===== config.mk =====
export PLATFORM = sky130hd
export DESIGN_NAME = prescaled_timer
export DESIGN_NICKNAME = d
export VERILOG_FILES = /design/src/rtl/tmr_pkg.sv /design/src/rtl/tmr_ctrl.sv /design/src/rtl/tmr_datapath.sv /design/src/rtl/prescaled_timer.sv
export SDC_FILE = /design/constraint.sdc
export NUM_CORES = 1
export LEC_CHECK = 0
export BUFFER_PORTS_ARGS = -buffer_cell sky130_fd_sc_hd__buf_2
export CAP_MARGIN = 10
export CORE_ASPECT_RATIO = 2
export CORE_MARGIN = 5
export CORE_UTILIZATION = 45
export CTS_CLUSTER_SIZE = 40
export DETAILED_ROUTE_END_ITERATION = 6
export PLACE_DENSITY = 0.66
export SLEW_MARGIN = 40
export SYNTH_ARGS = -nofsm -noshare
export SYNTH_HDL_FRONTEND = slang
export SYNTH_SLANG_ARGS = --single-unit

===== constraint.sdc =====
create_clock -name clk -period 3.63 [get_ports clk]
set_input_delay 1.089 -clock clk [delete_from_list [all_inputs] [get_ports clk]]
set_output_delay 1.089 -clock clk [all_outputs]
set_load 0.005 [all_outputs]

===== src/rtl/tmr_pkg.sv =====
package tmr_pkg;

  typedef enum logic [3:0] {
    MD_ONCE    = 4'd0,
    MD_LOOP    = 4'd1,
    MD_EVCOUNT = 4'd2,
    MD_PWM     = 4'd3,
    MD_CAPT    = 4'd4,
    MD_CMPR    = 4'd5,
    MD_GATE    = 4'd6,
    MD_CAPCMP  = 4'd7,
    MD_DUALCAP = 4'd8,
    MD_IGATE   = 4'd14
  } modeE;

  // control word layout
  localparam int CTRL_BITS = 12;
  localparam int MODE_LO   = 0;
  localparam int MODE_HI   = 3;
  localparam int PRE_LO    = 4;
  localparam int PRE_HI    = 7;
  localparam int POL_BIT   = 8;
  localparam int EN_BIT    = 9;
  localparam int IE_BIT    = 10;
  localparam int NEG_BIT   = 11;
  localparam int SWCAP_BIT = 12;

  // register addresses
  localparam logic [2:0] A_COUNT = 3'd0;
  localparam logic [2:0] A_CMP   = 3'd1;
  localparam logic [2:0] A_HOLD  = 3'd2;
  localparam logic [2:0] A_CTRL  = 3'd3;
  localparam logic [2:0] A_STAT  = 3'd4;

  typedef struct packed {
    logic inc;
    logic reload;
    logic capture;
    logic outSet;
    logic outClr;
    logic outToggle;
  } strobeT;

endpackage


===== src/rtl/tmr_ctrl.sv =====
module tmr_ctrl
  import tmr_pkg::*;
#(
  parameter int MAX_SHIFT = 12
) (
  input  logic                 clk,
  input  logic                 rstN,
  input  logic                 wrCtrl,
  input  logic                 wrStat,
  input  logic [CTRL_BITS:0]   wrBits,
  input  logic                 evIn,
  input  logic                 cmpHit,
  input  logic                 pwmHit,
  output strobeT               stb,
  output logic [CTRL_BITS-1:0] ctrlQ,
  output logic                 flagQ,
  output logic                 irq
);

  localparam int PW = MAX_SHIFT;

  logic [PW-1:0] prescCnt;
  logic [PW-1:0] prescMask;
  logic [3:0]    shiftSel;
  logic          en;
  logic          tick;
  logic          evPrev;
  logic          edgeHit;
  logic          evHit;
  logic          setFlag;
  logic          clrEn;
  logic [3:0]    modeBits;

  assign en       = ctrlQ[EN_BIT];
  assign modeBits = ctrlQ[MODE_HI:MODE_LO];

  // prescaler: tick when the masked low bits are all ones
  always_comb begin
    shiftSel  = (ctrlQ[PRE_HI:PRE_LO] > 4'(MAX_SHIFT)) ? 4'(MAX_SHIFT)
                                                       : ctrlQ[PRE_HI:PRE_LO];
    prescMask = ~({PW{1'b1}} << shiftSel);
    tick      = en && ((prescCnt & prescMask) == prescMask);
  end

  always_ff @(posedge clk) begin
    if (!rstN || !en || tick) prescCnt <= '0;
    else                      prescCnt <= prescCnt + 1'b1;
  end

  // event detection
  always_ff @(posedge clk) begin
    if (!rstN) evPrev <= 1'b0;
    else       evPrev <= evIn;
  end

  assign edgeHit = ctrlQ[NEG_BIT] ? (evPrev & ~evIn) : (~evPrev & evIn);
  assign evHit   = edgeHit | (wrCtrl & wrBits[SWCAP_BIT]);

  // mode decode into datapath strobes
  always_comb begin
    stb     = '0;
    setFlag = 1'b0;
    clrEn   = 1'b0;
    if (en) begin
      case (modeBits)
        MD_ONCE, MD_LOOP: begin
          if (tick) begin
            if (cmpHit) begin
              stb.reload    = 1'b1;
              stb.outToggle = 1'b1;
              setFlag       = 1'b1;
              clrEn         = (modeBits == MD_ONCE);
            end else begin
              stb.inc = 1'b1;
            end
          end
        end
        MD_PWM: begin
          if (tick) begin
            if (cmpHit) begin
              stb.reload = 1'b1;
              stb.outClr = 1'b1;
              setFlag    = 1'b1;
            end else begin
              stb.inc    = 1'b1;
              stb.outSet = pwmHit;
            end
          end
        end
        MD_CMPR: begin
          if (tick) begin
            stb.inc = 1'b1;
            if (cmpHit) begin
              stb.capture   = 1'b1;
              stb.outToggle = 1'b1;
              setFlag       = 1'b1;
            end
          end
        end
        MD_CAPT, MD_CAPCMP: begin
          if (evHit) begin
            stb.capture = 1'b1;
            stb.reload  = 1'b1;
            setFlag     = 1'b1;
          end else if (tick) begin
            if (cmpHit && modeBits == MD_CAPCMP) stb.reload = 1'b1;
            else                                 stb.inc    = 1'b1;
          end
        end
        default: ;
      endcase
    end
  end

  // control word and sticky flag
  always_ff @(posedge clk) begin
    if (!rstN)      ctrlQ <= '0;
    else if (wrCtrl) ctrlQ <= wrBits[CTRL_BITS-1:0];
    else if (clrEn)  ctrlQ[EN_BIT] <= 1'b0;
  end

  always_ff @(posedge clk) begin
    if (!rstN)                      flagQ <= 1'b0;
    else if (setFlag)               flagQ <= 1'b1;
    else if (wrStat && wrBits[0])   flagQ <= 1'b0;
  end

  assign irq = flagQ & ctrlQ[IE_BIT];

  AST_PRESC_IDLE: assert property (@(posedge clk) disable iff (!rstN)
    !en |=> prescCnt == '0);
  AST_ONESHOT_STOP: assert property (@(posedge clk) disable iff (!rstN)
    (modeBits == MD_ONCE && tick && cmpHit && !wrCtrl) |=> !en);
  AST_FLAG_STICKY: assert property (@(posedge clk) disable iff (!rstN)
    (flagQ && !(wrStat && wrBits[0])) |=> flagQ);
  AST_SET_WINS: assert property (@(posedge clk) disable iff (!rstN)
    setFlag |=> flagQ);

endmodule


===== src/rtl/tmr_datapath.sv =====
module tmr_datapath
  import tmr_pkg::*;
#(
  parameter int DW = 32
) (
  input  logic          clk,
  input  logic          rstN,
  input  logic          wrCount,
  input  logic          wrCmp,
  input  logic          wrHold,
  input  logic [DW-1:0] wrData,
  input  strobeT        stb,
  input  logic          polarity,
  output logic          cmpHit,
  output logic          pwmHit,
  output logic [DW-1:0] countQ,
  output logic [DW-1:0] cmpQ,
  output logic [DW-1:0] holdQ,
  output logic          timerOut
);

  localparam logic [DW-1:0] RELOAD_VAL = DW'(1);

  logic outState;

  assign cmpHit = (countQ == cmpQ);
  assign pwmHit = (countQ == holdQ);

  always_ff @(posedge clk) begin
    if (!rstN)          countQ <= '0;
    else if (wrCount)   countQ <= wrData;
    else if (stb.reload) countQ <= RELOAD_VAL;
    else if (stb.inc)    countQ <= countQ + 1'b1;
  end

  always_ff @(posedge clk) begin
    if (!rstN)      cmpQ <= '0;
    else if (wrCmp) cmpQ <= wrData;
  end

  always_ff @(posedge clk) begin
    if (!rstN)            holdQ <= '0;
    else if (wrHold)      holdQ <= wrData;
    else if (stb.capture) holdQ <= countQ;
  end

  always_ff @(posedge clk) begin
    if (!rstN)              outState <= 1'b0;
    else if (stb.outSet)    outState <= 1'b1;
    else if (stb.outClr)    outState <= 1'b0;
    else if (stb.outToggle) outState <= ~outState;
  end

  assign timerOut = outState ^ polarity;

  AST_ONE_MOTION: assert property (@(posedge clk) disable iff (!rstN)
    $onehot0({stb.inc, stb.reload}));
  AST_RELOAD_ONE: assert property (@(posedge clk) disable iff (!rstN)
    (stb.reload && !wrCount) |=> countQ == RELOAD_VAL);
  AST_CAPTURE_LATCH: assert property (@(posedge clk) disable iff (!rstN)
    (stb.capture && !wrHold) |=> holdQ == $past(countQ));
  AST_OUT_EXCL: assert property (@(posedge clk) disable iff (!rstN)
    $onehot0({stb.outSet, stb.outClr, stb.outToggle}));

endmodule


===== src/rtl/prescaled_timer.sv =====
module prescaled_timer
  import tmr_pkg::*;
#(
  parameter int DW        = 32,
  parameter int AW        = 3,
  parameter int MAX_SHIFT = 12
) (
  input  logic          clk,
  input  logic          rstN,
  input  logic          wrEn,
  input  logic [AW-1:0] wrAddr,
  input  logic [DW-1:0] wrData,
  input  logic [AW-1:0] rdAddr,
  output logic [DW-1:0] rdData,
  input  logic          evIn,
  output logic          timerOut,
  output logic          irq
);

  strobeT               stb;
  logic [CTRL_BITS-1:0] ctrlQ;
  logic                 flagQ;
  logic                 cmpHit;
  logic                 pwmHit;
  logic [DW-1:0]        countQ;
  logic [DW-1:0]        cmpQ;
  logic [DW-1:0]        holdQ;
  logic                 wrCount, wrCmp, wrHold, wrCtrl, wrStat;

  assign wrCount = wrEn && (wrAddr == AW'(A_COUNT));
  assign wrCmp   = wrEn && (wrAddr == AW'(A_CMP));
  assign wrHold  = wrEn && (wrAddr == AW'(A_HOLD));
  assign wrCtrl  = wrEn && (wrAddr == AW'(A_CTRL));
  assign wrStat  = wrEn && (wrAddr == AW'(A_STAT));

  tmr_ctrl #(.MAX_SHIFT(MAX_SHIFT)) u_ctrl (
    .clk    (clk),
    .rstN   (rstN),
    .wrCtrl (wrCtrl),
    .wrStat (wrStat),
    .wrBits (wrData[CTRL_BITS:0]),
    .evIn   (evIn),
    .cmpHit (cmpHit),
    .pwmHit (pwmHit),
    .stb    (stb),
    .ctrlQ  (ctrlQ),
    .flagQ  (flagQ),
    .irq    (irq)
  );

  tmr_datapath #(.DW(DW)) u_dp (
    .clk      (clk),
    .rstN     (rstN),
    .wrCount  (wrCount),
    .wrCmp    (wrCmp),
    .wrHold   (wrHold),
    .wrData   (wrData),
    .stb      (stb),
    .polarity (ctrlQ[POL_BIT]),
    .cmpHit   (cmpHit),
    .pwmHit   (pwmHit),
    .countQ   (countQ),
    .cmpQ     (cmpQ),
    .holdQ    (holdQ),
    .timerOut (timerOut)
  );

  always_comb begin
    case (rdAddr)
      AW'(A_COUNT): rdData = countQ;
      AW'(A_CMP):   rdData = cmpQ;
      AW'(A_HOLD):  rdData = holdQ;
      AW'(A_CTRL):  rdData = {{(DW-CTRL_BITS){1'b0}}, ctrlQ};
      AW'(A_STAT):  rdData = {{(DW-1){1'b0}}, flagQ};
      default:      rdData = '0;
    endcase
  end

endmodule


# Word level (Yosys, flattened, before mapping)

Cells that the tools add are included.

Bits in read-only memories: 0
Register bits: 123
Output and inout bits: 34
Bits in latches: 0
Memories: 0
Bits of input ports: 42
RAM bits: 0
Logic and storage cells: 105

Eq/ne operators: 16
Shifts and indexed selects: 1
Order comparisons: 1
Reductions and logical operators: 25
Add/sub/neg operators: 2
Multiply operators: 0
Divide/modulo/power cells: 0
Bitwise logic cells: 11
Mux-type cells: 40

Operators with widths:

| kind                                                                   | count |
|---|---|
| 32-bit 2-to-1 mux                                                      | 5 |
| 32-bit case mux with 5 select lines                                    | 1 |
| 32-bit equality test                                                   | 2 |
| 32-bit by 1-bit adder with 32-bit output (second input constant)       | 1 |
| 1-bit 2-to-1 mux                                                       | 24 |
| 12-bit by 1-bit adder with 12-bit output (second input constant)       | 1 |
| 12-bit bitwise AND                                                     | 1 |
| 12-bit equality test                                                   | 1 |
| 3-bit by 2-bit equality test with 1-bit output (second input constant) | 4 |
| 4-bit by 3-bit equality test with 1-bit output (second input constant) | 3 |
| 12-bit NOT                                                             | 1 |
| 12-bit by 4-bit left shift with 12-bit output (first input constant)   | 1 |
| 1-bit logical AND                                                      | 8 |
| 2-bit 2-to-1 mux                                                       | 4 |
| 3-bit by 1-bit equality test with 1-bit output (second input constant) | 2 |
| 3-bit equality test (second input constant)                            | 2 |
| 3-bit logical NOT                                                      | 2 |
| 6-bit 2-to-1 mux                                                       | 1 |
| 1-bit case mux with 2 select lines                                     | 3 |
| 2-bit nonzero test                                                     | 3 |
| 3-bit nonzero test                                                     | 2 |
| 3-bit OR reduction                                                     | 2 |
| 1-bit bitwise AND                                                      | 4 |
| 4-bit by 1-bit equality test with 1-bit output (second input constant) | 1 |
| 12 further kinds                                                       | 17 |

# Depth between registers and ports, before layout

Gate-level depths: netlist of run 1.

Depth after elaboration: 14
Depth in mapped cells: 9
Gate-level depth less buffers: 8

# Cells and area by module

A second synthesis of run 1 with hierarchy kept.

Cells, all modules: 963
Area total of the unflattened synthesis: 8139.1 µm²

Modules (own cells, without submodules):

| module          | area an instance (µm²) | instances | cells each |
|---|---|---|---|
| tmr_datapath    | 5729.2                 | 1         | 673 |
| tmr_ctrl        | 1400.1                 | 1         | 161 |
| prescaled_timer | 1009.7                 | 1         | 129 |

# Least setup slack after synthesis of run 1

No wires, ideal clock.

Path kind: input -> output
From: input rdAddr[0]
To: output rdData[12]
Buffers on the path: 3
Arrival time: 2560 ps
Stages: 7
Setup slack: -19 ps
Cells stage by stage: clkbuf_1 clkbuf_1 inv_1 nor2_1 clkbuf_1 a21oi_1 nor2_1

Cells in the longest elaborated chain, start to end: 2
Elaborated cells between the ends (all ways): 6
Those cells by class: eq/ne: 4; mux: 1; reduce/logical: 1

Ends and longest elaborated chain:

| element                                           | line                  | text |
|---|---|---|
| start: declaration                                | prescaled_timer.sv:13 | `input logic [AW-1:0] rdAddr,` |
| 3-bit equality test, or another cell as far along | prescaled_timer.sv:69 | `case (rdAddr)` |
| 32-bit case mux with 5 select lines *             | prescaled_timer.sv:69 |  |
| end: declaration                                  | prescaled_timer.sv:14 | `output logic [DW-1:0] rdData,` |

Every way passes the cells marked *; elsewhere a longest branch is shown, timed or not.

# Worst setup path after layout of run 1

From: input rdAddr[1]
To: output rdData[9]

The elaborated chain is that of the path after synthesis.

==> results of run 1 <==
-- cell usage in the layout, fill, tap and decap left out, types with 4 or more instances in the layout --
master	instances
a31o_2	4
o2111ai_1	7
o211ai_1	18
dfxtp_1	123
o21ai_0	65
a211o_1	5
a31oi_1	7
buf_4	23
xor2_1	41
nand4_1	17
nor2_1	69
xnor2_1	34
mux4_2	11
and2_1	5
nor4_1	11
nor3_1	6
clkinv_2	4
a21o_1	4
inv_1	9
mux2i_1	53
and4_1	8
and3_1	13
nand2_1	141
a21oi_1	81
or2_2	5
nand3_1	24
buf_2	75
clkbuf_16	17
nor2b_1	20
a21boi_0	46
o21a_1	4
-- worst max path at each step --
stage	startpoint	endpoint	slack [ns]	cells past startpoint
finish	rdAddr[1]	rdData[9]	0.23	5
global route	rdAddr[0]	rdData[29]	0.05	7
CTS	rdAddr[0]	rdData[4]	0.23	4
detailed placement	rdAddr[0]	rdData[4]	0.24	4
global placement	rdAddr[0]	rdData[4]	0.27	4
floorplan	rdAddr[0]	rdData[12]	0.16	7
-- power breakdown --
part	internal (uW)	total, uW	switching [uW]
sequential	1380	1410	36.0
clock	1130	1790	663
combinational	130	343	214
total	2640	3550	913
-- flip-flops by register name, summed over array words and instances (netlist names) --
register / cells
u_dp.cmpQ: 32
u_ctrl.ctrlQ: 12
u_ctrl.evPrev: 1
u_dp.holdQ: 32
u_ctrl.flagQ: 1
u_dp.outState: 1
u_ctrl.prescCnt: 12
u_dp.countQ: 32
-- logic make-up after synthesis --
group,after synthesis,share of synthesized area
compound gates,270,0.226
fa+ha+maj,3,0.00452
flops,123,0.318
mux,64,0.101
buf+inv,102,0.0549
xor+xnor,75,0.0848
simple gates,338,0.211
-- through the flow --
| stage | total power [uW] | std cells |
|---|---|---|
| floorplan | 1650 | 975 |
| global placement | 1770 | 1191 |
| detailed placement | 1780 | 1191 |
| CTS | 3560 | 1223 |
| global route | 3660 | 1223 |
| finish | 3550 | 1223 |
-- per-layer routing --
layer  track usage  up-vias  wire (um)
met3        0.0315       53       1610
met4         0.107        0        802
li1              -     3503          -
met5             0        -          0
met2         0.406      293      12200
met1         0.324     3441       9800
-- final cells by class --
type	instances	area [um2]
inverter	9	33.8
tap	210	263
fill	1629	8310
clock buffer	21	470
sequential	123	2460
clock inverter	11	141
multi-input combinational	750	4860
timing repair buffer	99	568
-- tightest hold or removal path: stages (launching register included) --
cell	delay, ns
dfxtp_1	0.33
nand2_1	0.06
a21boi_0	0.06
==> impl_metrics.py, run 1 <==
metrics = {
    "outcome": {
        "status": "finished, final reports clean",
    },
    "timing": {
        "period_needed_ns": 3.40,
        "hold_slack_ns": 0.498,
        "setup_ws_ns": 0.232,
        "rsz0062_at_grt": "no",
        "drv_slew": 0,
        "relSlewSlack": 0.486,
        "fmax_mhz": 294,
        "tns_ns": 0,
        "hold_viol": 0,
        "setup_viol": 0,
        "worst_pin_slew_ns": 0.771,
        "fin_skew_ns": 0.0220,
        "post-route-period-util": 0.936,
    },
    "floorplan": {
        "initial_utilization": 0.453,
        "dieArea_um2": 20100,
        "rows": 68,
        "core-area_um2": 17100,
        "fp.dieW_um": 103,
        "fp.dieH_um": 196,
        "io_pins": 76,
    },
    "power": {
        "p_per_area_nw_per_um2": 404,
        "ir_drop_mv": 0.237,
        "leakagePower_uw": 0.00355,
    },
    "clock_tree": {
        "clock_path_buffers": 2,
        "cts_tree": "built",
        "cts.sinks": 123,
        "cts-root-buf": "clkbuf_16",
        "post_cts_buffers": 0,
        "clock_latency_ns": 0.43,
        "cts_hold_buf": 0,
        "cts_resized": 0,
        "cts_made_buffers": 17,
        "path_clk_slew_ns": 0.07,
        "htree_levels": 4,
    },
    "worst_setup_path": {
        "worstPathRequired_ns": 2.54,
        "crit_chain": "buf_2, buf_4, mux4_2, nor2b_1, buf_2",
        "crit_fanout": 13,
        "cp-end-kind": "output port",
        "cp_slowest_cell": "mux4_2",
        "critPathLaunchType": "input pin",
        "timing.rr.end": "u_dp.holdQ[8]",
        "r2r-start": "u_dp.countQ[7]",
        "rrSetupSlack_ns": 0.60,
        "path_buf_inv": 3,
        "cpPeakStageDelay_ns": 0.34,
        "worstSetupPathType": "in2out",
        "r2r.worst_path.cells": 8,
        "cp_common_cell": "buf_2",
        "critical-path-top-delay-family": "buffers and inverters",
        "crit_arrival_ns": 2.31,
    },
    "cells_and_area": {
        "utilization": 0.514,
        "fin_area_um2": 8800,
        "area_delta_synth_final_pct": 13.6,
        "layout.nets": 1044,
        "drive_gt1_frac": 0.165,
        "diodes": 0,
    },
    "grt": {
        "grt_pass1_vias": 6853,
        "grt_start_max_net_pins": 65,
        "groute.usage.overall": 0.249,
        "antenna_found_initial": 0,
        "grt_pass1_wl_um": 38700,
        "grt_overflow": 0,
    },
    "logic_synthesis": {
        "synth_nets": 1019,
        "yosysMostFrequentCell": "nand2_1",
        "yosys-top-cells-area": "dfxtp_1 32%, mux2i_1 6.9%, nand2_1 6.8%",
        "yosysWarnings": 0,
        "synth_top_area_frac": 0.318,
        "synth_cells": 975,
        "synth-main-ff-cell": "dfxtp_1",
        "synth_common_cells": "141 x nand2_1, 123 x dfxtp_1, 81 x a21oi_1, 70 x nor2_1, 67 x clkbuf_1",
        "syn_avg_cell_area_um2": 7.94,
        "synth_top_area_cell": "dfxtp_1",
        "yosysUniqueCellTypes": 67,
        "synth_area_um2": 7740,
        "ys_ff_latch": 123,
        "ys_seq_area_frac": 0.318,
        "ys_async_sr_fraction": 0,
        "synth-edff-count": 0,
    },
    "detailed_routing": {
        "vias": 7290,
        "ant_nets": 0,
        "vias_per_cell": 5.96,
        "firstDrtPassIters": 6,
        "drt_iter0_drc": 729,
        "routed_wl_um": 24400,
        "drc": 0,
        "wl_per_cell_um": 19.9,
    },
    "job": {
        "cap_violations": 0,
    },
    "placed_design": {
        "gp_congestion": 0.931,
        "hpwl_um": 17300,
        "numPortBuffers": 75,
        "pre_cts_slack_ns": 0.237,
        "placed_area_um2": 8180,
    },
    "worst_hold_path": {
        "hold_class": "reg2reg",
        "hold_end": "u_dp.cmpQ[1]",
        "holdPathStages": 2,
        "hp-start": "u_dp.cmpQ[1]",
    },
}
No activity file was read; power rests on OpenSTA's default activity.
==> run 2: changes to the inputs <==
--- a/config.mk
+++ b/config.mk
@@ -5,6 +5,7 @@
 export SDC_FILE = /design/constraint.sdc
 export NUM_CORES = 1
 export LEC_CHECK = 0
+export ABC_AREA = 1
 export BUFFER_PORTS_ARGS = -buffer_cell sky130_fd_sc_hd__buf_2
 export CAP_MARGIN = 10
 export CORE_ASPECT_RATIO = 2
==> constraint.sdc (replaced) <==
create_clock -name clk -period 3.63 [get_ports clk]
set_input_delay 1.089 -clock clk [delete_from_list [all_inputs] [get_ports clk]]
set_output_delay 1.089 -clock clk [all_outputs]
set_load 0.1 [all_outputs]
==> run 2 against run 1 <==
Compared with the run above: the run now ends with design-rule violations left; worst setup slack got worse by 0.053 ns; cell area rose by 15%; hold slack got worse by 0.033 ns; sequential share of layout area fell by 3.7 points; core utilization rose by 3.0 points; combinational power rose by 64%; global-route usage rose by 2.3 points; area after synthesis rose by 9.2%; maximum frequency fell by 1.5%.
==> impl_metrics.py, run 2 <==
metrics = {
    "logic_synthesis": {
        "ys_seq_area_frac": 0.291,
        "synth_top_area_frac": 0.291,
        "synth_area_um2": 8460,
        "ys_ff_latch": 123,
        "synth_top_area_cell": "dfxtp_1",
        "synth-edff-count": 0,
        "synth_common_cells": "353 x nand2_1, 227 x nor2_1, 156 x inv_1, 123 x dfxtp_1, 122 x o21ai_0",
        "syn_avg_cell_area_um2": 5.98,
        "yosysWarnings": 0,
        "synth-main-ff-cell": "dfxtp_1",
        "ys_async_sr_fraction": 0,
        "synth_cells": 1414,
        "yosysMostFrequentCell": "nand2_1",
        "yosys-top-cells-area": "dfxtp_1 29%, nand2_1 16%, nor2_1 10%",
        "synth_nets": 1458,
        "yosysUniqueCellTypes": 35,
    },
    "grt": {
        "grt_pass1_wl_um": 46300,
        "antenna_found_initial": 0,
        "grt_pass1_vias": 9161,
        "groute.usage.overall": 0.272,
        "grt_start_max_net_pins": 87,
        "grt_overflow": 0,
    },
    "detailed_routing": {
        "routed_wl_um": 29400,
        "firstDrtPassIters": 7,
        "vias_per_cell": 5.54,
        "vias": 9332,
        "drc": 3,
        "wl_per_cell_um": 17.4,
        "drt_iter0_drc": 593,
        "ant_nets": 0,
    },
    "timing": {
        "fmax_mhz": 290,
        "rsz0062_at_grt": "no",
        "relSlewSlack": 0.494,
        "setup_viol": 0,
        "worst_pin_slew_ns": 0.757,
        "drv_slew": 0,
        "fin_skew_ns": 0.0119,
        "period_needed_ns": 3.45,
        "post-route-period-util": 0.950,
        "hold_viol": 0,
    },
    "clock_tree": {
        "cts_hold_buf": 0,
        "cts_tree": "built",
        "cts-root-buf": "clkbuf_16",
        "clock_latency_ns": 0.43,
        "htree_levels": 4,
        "cts.sinks": 123,
        "post_cts_buffers": 0,
        "cts_made_buffers": 17,
        "clock_path_buffers": 2,
        "path_clk_slew_ns": 0.06,
        "cts_resized": 0,
    },
    "placed_design": {
        "gp_congestion": 0.978,
        "numPortBuffers": 75,
        "placed_area_um2": 9590,
        "hpwl_um": 21800,
    },
    "cells_and_area": {
        "layout.nets": 1496,
        "diodes": 0,
        "utilization": 0.544,
        "layout_common_cells": "351 x nand2_1, 226 x nor2_1, 156 x inv_1, 123 x dfxtp_1, 118 x o21ai_0",
        "area_delta_synth_final_pct": 20.0,
        "register_area_um2": 2460,
        "layout_commonest_cell": "nand2_1",
        "drive_gt1_frac": 0.129,
        "top_regs": "u_dp.cmpQ x32, u_dp.countQ x32, u_dp.holdQ x32",
        "multi_input_area_um2": 5110,
        "fin_area_um2": 10200,
        "nFillCells": 1907,
    },
    "floorplan": {
        "initial_utilization": 0.453,
        "io_pins": 76,
        "fp.dieW_um": 107,
        "core-area_um2": 18700,
        "rows": 71,
        "fp.dieH_um": 204,
        "dieArea_um2": 21800,
    },
    "worst_setup_path": {
        "worstSetupPathType": "in2out",
        "worstPathRequired_ns": 2.54,
        "r2r.worst_path.cells": 17,
        "path_buf_inv": 5,
        "cp_slowest_cell": "buf_12",
        "crit_fanout": 27,
        "crit_chain": "buf_2, nor3_4, buf_12, inv_1, buf_4, o221ai_4, buf_12",
        "cp-end-kind": "output port",
        "cpPeakStageDelay_ns": 0.22,
        "critical-path-top-delay-family": "buffers and inverters",
        "worst-path-stages": 7,
        "crit_arrival_ns": 2.36,
        "cp_common_cell": "buf_12",
        "critPathLaunchType": "input pin",
    },
    "worst_hold_path": {
        "holdPathStages": 1,
        "hold_class": "reg2reg",
    },
    "power": {
        "p_per_area_nw_per_um2": 362,
        "p_total_uw": 3670,
        "ir_drop_mv": 0.301,
        "leakagePower_uw": 0.00449,
    },
    "outcome": {
        "violations": "design-rule violations",
        "status": "complete, but fails checks",
    },
    "job": {
        "cap_violations": 0,
    },
}
==> run 2: worst paths after layout <==
| check | slack (ns) | end | from |
|---|---|---|---|
| max | 0.18 | rdData[14] | rdAddr[1] |
| min | 0.46 | u_ctrl.prescCnt[0] | u_ctrl.prescCnt[0] |
| max reg2reg | 0.50 | u_dp.holdQ[11] | u_dp.countQ[18] |
| min reg2reg | 0.46 | u_ctrl.prescCnt[0] | u_ctrl.prescCnt[0] |
==> run 2: worst reg2reg max path, stage by stage (launching register included) <==
cell     delay [ns]
dfxtp_1        0.50
inv_2          0.14
nand2_1        0.08
nand2_1        0.07
inv_1          0.05
nand2_1        0.04
nor2_1         0.18
nand2_1        0.14
nor2_1         0.21
nand2_1        0.14
nor2_1         0.19
nand2_1        0.07
nand2_1        0.06
nand2_1        0.07
nand2_2        0.38
inv_2          0.43
nor2_1         0.22
nor2_1         0.06
==> run 2: through the flow <==
| stage | hold WS [ns] | setup TNS [ns] | setup WS, ns | std cells |
|---|---|---|---|---|
| after CTS | 0.470 | 0 | 0.189 | 1684 |
| after floorplan | 0.430 | -12.66 | -0.648 | 1414 |
| after global placement | 0.455 | 0 | 0.221 | 1652 |
| after global routing | 0.519 | 0 | 0.128 | 1684 |
| after detailed placement | 0.460 | 0 | 0.192 | 1652 |
| final | 0.465 | 0 | 0.180 | 1684 |
==> run 2: cell type report <==
cell class	instances	share of cell area
multi-input combinational	1033	0.503
clock inverter	12	0.0123
clock buffer	20	0.0430
sequential	123	0.243
timing repair buffer	97	0.106
tap	219	0.0270
inverter	180	0.0666
==> run 2: cells by family after synthesis <==
group | count (synthesis) | share of synthesized area
AND/OR/NAND/NOR | 746 | 0.376
buffers and inverters | 258 | 0.122
AO/OA/AOI/OAI | 230 | 0.151
flip-flops | 123 | 0.291
XOR/XNOR | 55 | 0.0570
adder cells (fa/ha/maj) | 2 | 0.00296
==> run 2: power breakdown <==
group / switching, uW / leakage [uW] / internal, uW
Combinational: 379 / 0.00322 / 183
Sequential: 54.0 / 0.000998 / 1390
Clock: 660 / 0.000270 / 1000
Total: 1090 / 0.00449 / 2580
==> run 2: metal layers <==
| layer | GRT usage | wire (um) | vias up |
|---|---|---|---|
| met5 | 0 | 0 | - |
| met4 | 0.222 | 2560 | 0 |
| met3 | 0.0341 | 1120 | 136 |
| met2 | 0.505 | 15600 | 311 |
| met1 | 0.259 | 10200 | 4263 |
| li1 | - | - | 4622 |
==> run 3: changes to the inputs <==
--- a/config.mk
+++ b/config.mk
@@ -17,4 +17,5 @@
 export SLEW_MARGIN = 40
 export SYNTH_ARGS = -nofsm -noshare
 export SYNTH_HDL_FRONTEND = slang
+export SYNTH_HIERARCHICAL = 1
 export SYNTH_SLANG_ARGS = --single-unit
==> run 3 against run 2 <==
Compared with the run above: the flow now finishes without violations; worst setup slack improved by 0.035 ns; largest cell class unchanged; non-clock buffer count decreased by 1; highest routed layer unchanged; total power grew 1.5%; register-to-register slack lost 0.25 ns; synthesized cell count is 17% lower; clock skew fell by 0.00069 ns; first-iteration DRC count down 6.9%; critical path type unchanged; global-route usage down 3.5 points; die area fell by 7.6%; core utilization decreased by 0.13 points.
==> impl_metrics.py, run 3 <==
metrics = {
    "outcome": {
        "status": "finished, final reports clean",
    },
    "logic_synthesis": {
        "synth_area_um2": 7760,
        "yosysWarnings": 6,
        "synth_top_area_cell": "dfxtp_1",
        "yosysMostFrequentCell": "nand2_1",
        "synth_common_cells": "237 x nand2_1, 152 x nor2_1, 123 x dfxtp_1, 95 x inv_1, 85 x o21ai_0",
        "ys_ff_latch": 123,
        "ys_seq_area_frac": 0.317,
        "yosysUniqueCellTypes": 41,
        "syn_avg_cell_area_um2": 6.60,
        "yosys-top-cells-area": "dfxtp_1 32%, nand2_1 11%, nor2_1 7.4%",
        "synth_top_area_frac": 0.317,
        "synth-main-ff-cell": "dfxtp_1",
        "synth_nets": 1221,
        "ys_async_sr_fraction": 0,
        "synth-edff-count": 0,
        "synth_cells": 1177,
    },
    "cells_and_area": {
        "layout.nets": 1256,
        "area_delta_synth_final_pct": 19.6,
        "drive_gt1_frac": 0.159,
        "diodes": 0,
        "multi_input_area_um2": 4530,
        "register_area_um2": 2460,
        "layout_common_cells": "237 x nand2_1, 150 x nor2_1, 123 x dfxtp_1, 95 x inv_1, 85 x o21ai_0",
        "nFillCells": 1657,
        "layout_commonest_cell": "nand2_1",
        "top_regs": "u_dp/cmpQ x32, u_dp/countQ x32, u_dp/holdQ x32",
        "fin_cells": 1435,
    },
    "clock_tree": {
        "htree_levels": 4,
        "clock_path_buffers": 2,
        "cts-root-buf": "clkbuf_16",
        "path_clk_slew_ns": 0.06,
        "cts.sinks": 123,
        "clock_latency_ns": 0.42,
        "cts_tree": "built",
        "post_cts_buffers": 0,
        "cts_resized": 0,
        "cts_hold_buf": 0,
        "cts_made_buffers": 17,
    },
    "power": {
        "p_total_uw": 3730,
        "leakagePower_uw": 0.00365,
        "p_per_area_nw_per_um2": 401,
        "ir_drop_mv": 0.264,
    },
    "worst_setup_path": {
        "cp-end-kind": "output port",
        "cp_slowest_cell": "inv_2",
        "crit_arrival_ns": 2.33,
        "crit_chain": "buf_2, inv_2, nand3_1, inv_2, buf_4, nand2_1, nand3_1, buf_12",
        "worstSetupPathType": "in2out",
        "critPathLaunchType": "input pin",
        "critical-path-top-delay-family": "buffers and inverters",
        "cpPeakStageDelay_ns": 0.29,
        "path_buf_inv": 5,
        "worstPathRequired_ns": 2.54,
        "startpoint": "rdAddr[2]",
        "r2r-start": "u_dp/countQ[18]",
        "crit_fanout": 18,
    },
    "detailed_routing": {
        "drc": 0,
        "vias_per_cell": 5.57,
        "drt_iter0_drc": 552,
        "ant_nets": 0,
        "vias": 7989,
        "wl_per_cell_um": 16.4,
        "routed_wl_um": 23600,
        "firstDrtPassIters": 7,
    },
    "placed_design": {
        "dp.cells": 1403,
        "hpwl_um": 16800,
        "gp_congestion": 0.993,
        "pre_cts_slack_ns": 0.216,
        "numPortBuffers": 75,
    },
    "floorplan": {
        "initial_utilization": 0.454,
        "fp.dieW_um": 103,
        "fp.dieH_um": 196,
        "rows": 68,
        "dieArea_um2": 20100,
        "io_pins": 76,
        "core-area_um2": 17100,
    },
    "timing": {
        "setup_ws_ns": 0.215,
        "fmax_mhz": 293,
        "rsz0062_at_grt": "no",
        "relSlewSlack": 0.476,
        "worst_pin_slew_ns": 0.786,
        "period_needed_ns": 3.41,
        "tns_ns": 0,
        "hold_slack_ns": 0.473,
        "post-route-period-util": 0.941,
        "setup_viol": 0,
        "hold_viol": 0,
        "drv_slew": 0,
        "fin_skew_ns": 0.0113,
    },
    "grt": {
        "grt_start_max_net_pins": 63,
        "groute.usage.overall": 0.237,
        "grt_overflow": 0,
        "grt_pass1_vias": 7567,
        "antenna_found_initial": 0,
        "grt_pass1_wl_um": 38200,
    },
    "job": {
        "cap_violations": 0,
    },
    "worst_hold_path": {
        "hp-start": "u_ctrl/prescCnt[11]",
        "hold_class": "reg2reg",
    },
}
run 3: changes by cell type after synthesis, sizes merged, moves of 11 or more:
cell / change
xor2: -29
buf: +11
nor2: -72
nor3: -13
inv: -67
nand4: -43
a31oi: +31
nand2: -111
a21oi: +20
nand3: +38
xnor2: +41
o21ai: -26
run 3: worst reg2reg max path, cell delays in order (launching register included):
cell and delay [ns]:
dfxtp_1 0.51, xor2_1 0.12, nor3_1 0.18, nand3_1 0.11
nor2_1 0.21, nand2_1 0.08, nor2_1 0.27, inv_1 0.19
nor3_1 0.31, nor3b_1 0.11, a211oi_1 0.19, nor2_1 0.13
inv_1 0.09, nand2_2 0.07, inv_2 0.43, a21oi_1 0.12
a21oi_1 0.19
run 3: per-layer routing:
metal	wire length [um]	vias up	track usage	share of wire
li1	-	3955	-	-
met1	9640	3643	0.302	0.41
met2	11500	334	0.393	0.49
met3	1590	57	0.0381	0.067
met4	848	0	0.0908	0.036
met5	0	-	0	0
run 3: worst paths after layout:
| path | to | slack (ns) | depth (start not counted) |
|---|---|---|---|
| setup / recovery | rdData[24] | 0.22 | 8 |
| hold / removal | u_ctrl/prescCnt[11] | 0.47 | 2 |
| setup reg to reg | u_dp/countQ[5] | 0.25 | 16 |
| hold reg to reg | u_ctrl/prescCnt[11] | 0.47 | 2 |
run 3: layout make-up:
type,instances,share of cell area
Clock buffer,17,0.0458
Clock inverter,15,0.0177
Inverter,109,0.0441
Multi-Input combinational cell,865,0.488
Sequential cell,123,0.265
Tap cell,210,0.0283
Timing Repair Buffer,96,0.111
run 3: power by group:
group | total, uW | internal (uW) | switching, uW | leakage (uW)
Clock | 1710 | 1020 | 689 | 0.000285
Sequential | 1480 | 1400 | 80.9 | 0.000999
Combinational | 530 | 191 | 340 | 0.00236
Total | 3730 | 2620 | 1110 | 0.00365
run 3: cell families after synthesis:
group	count (synthesis)	share of synthesized area
simple gates	537	0.309
xor+xnor	67	0.0756
compound gates	259	0.194
fa+ha+maj	2	0.00322
flops	123	0.317
buf+inv	189	0.101
run 3: metrics by stage:
| step | cell area (um2) | util |
|---|---|---|
| after global routing | 9280 | 0.543 |
| after global placement | 8690 | 0.508 |
| after CTS | 9280 | 0.543 |
| after floorplan | 7760 | - |
| final | 9280 | 0.543 |
| after detailed placement | 8690 | 0.508 |
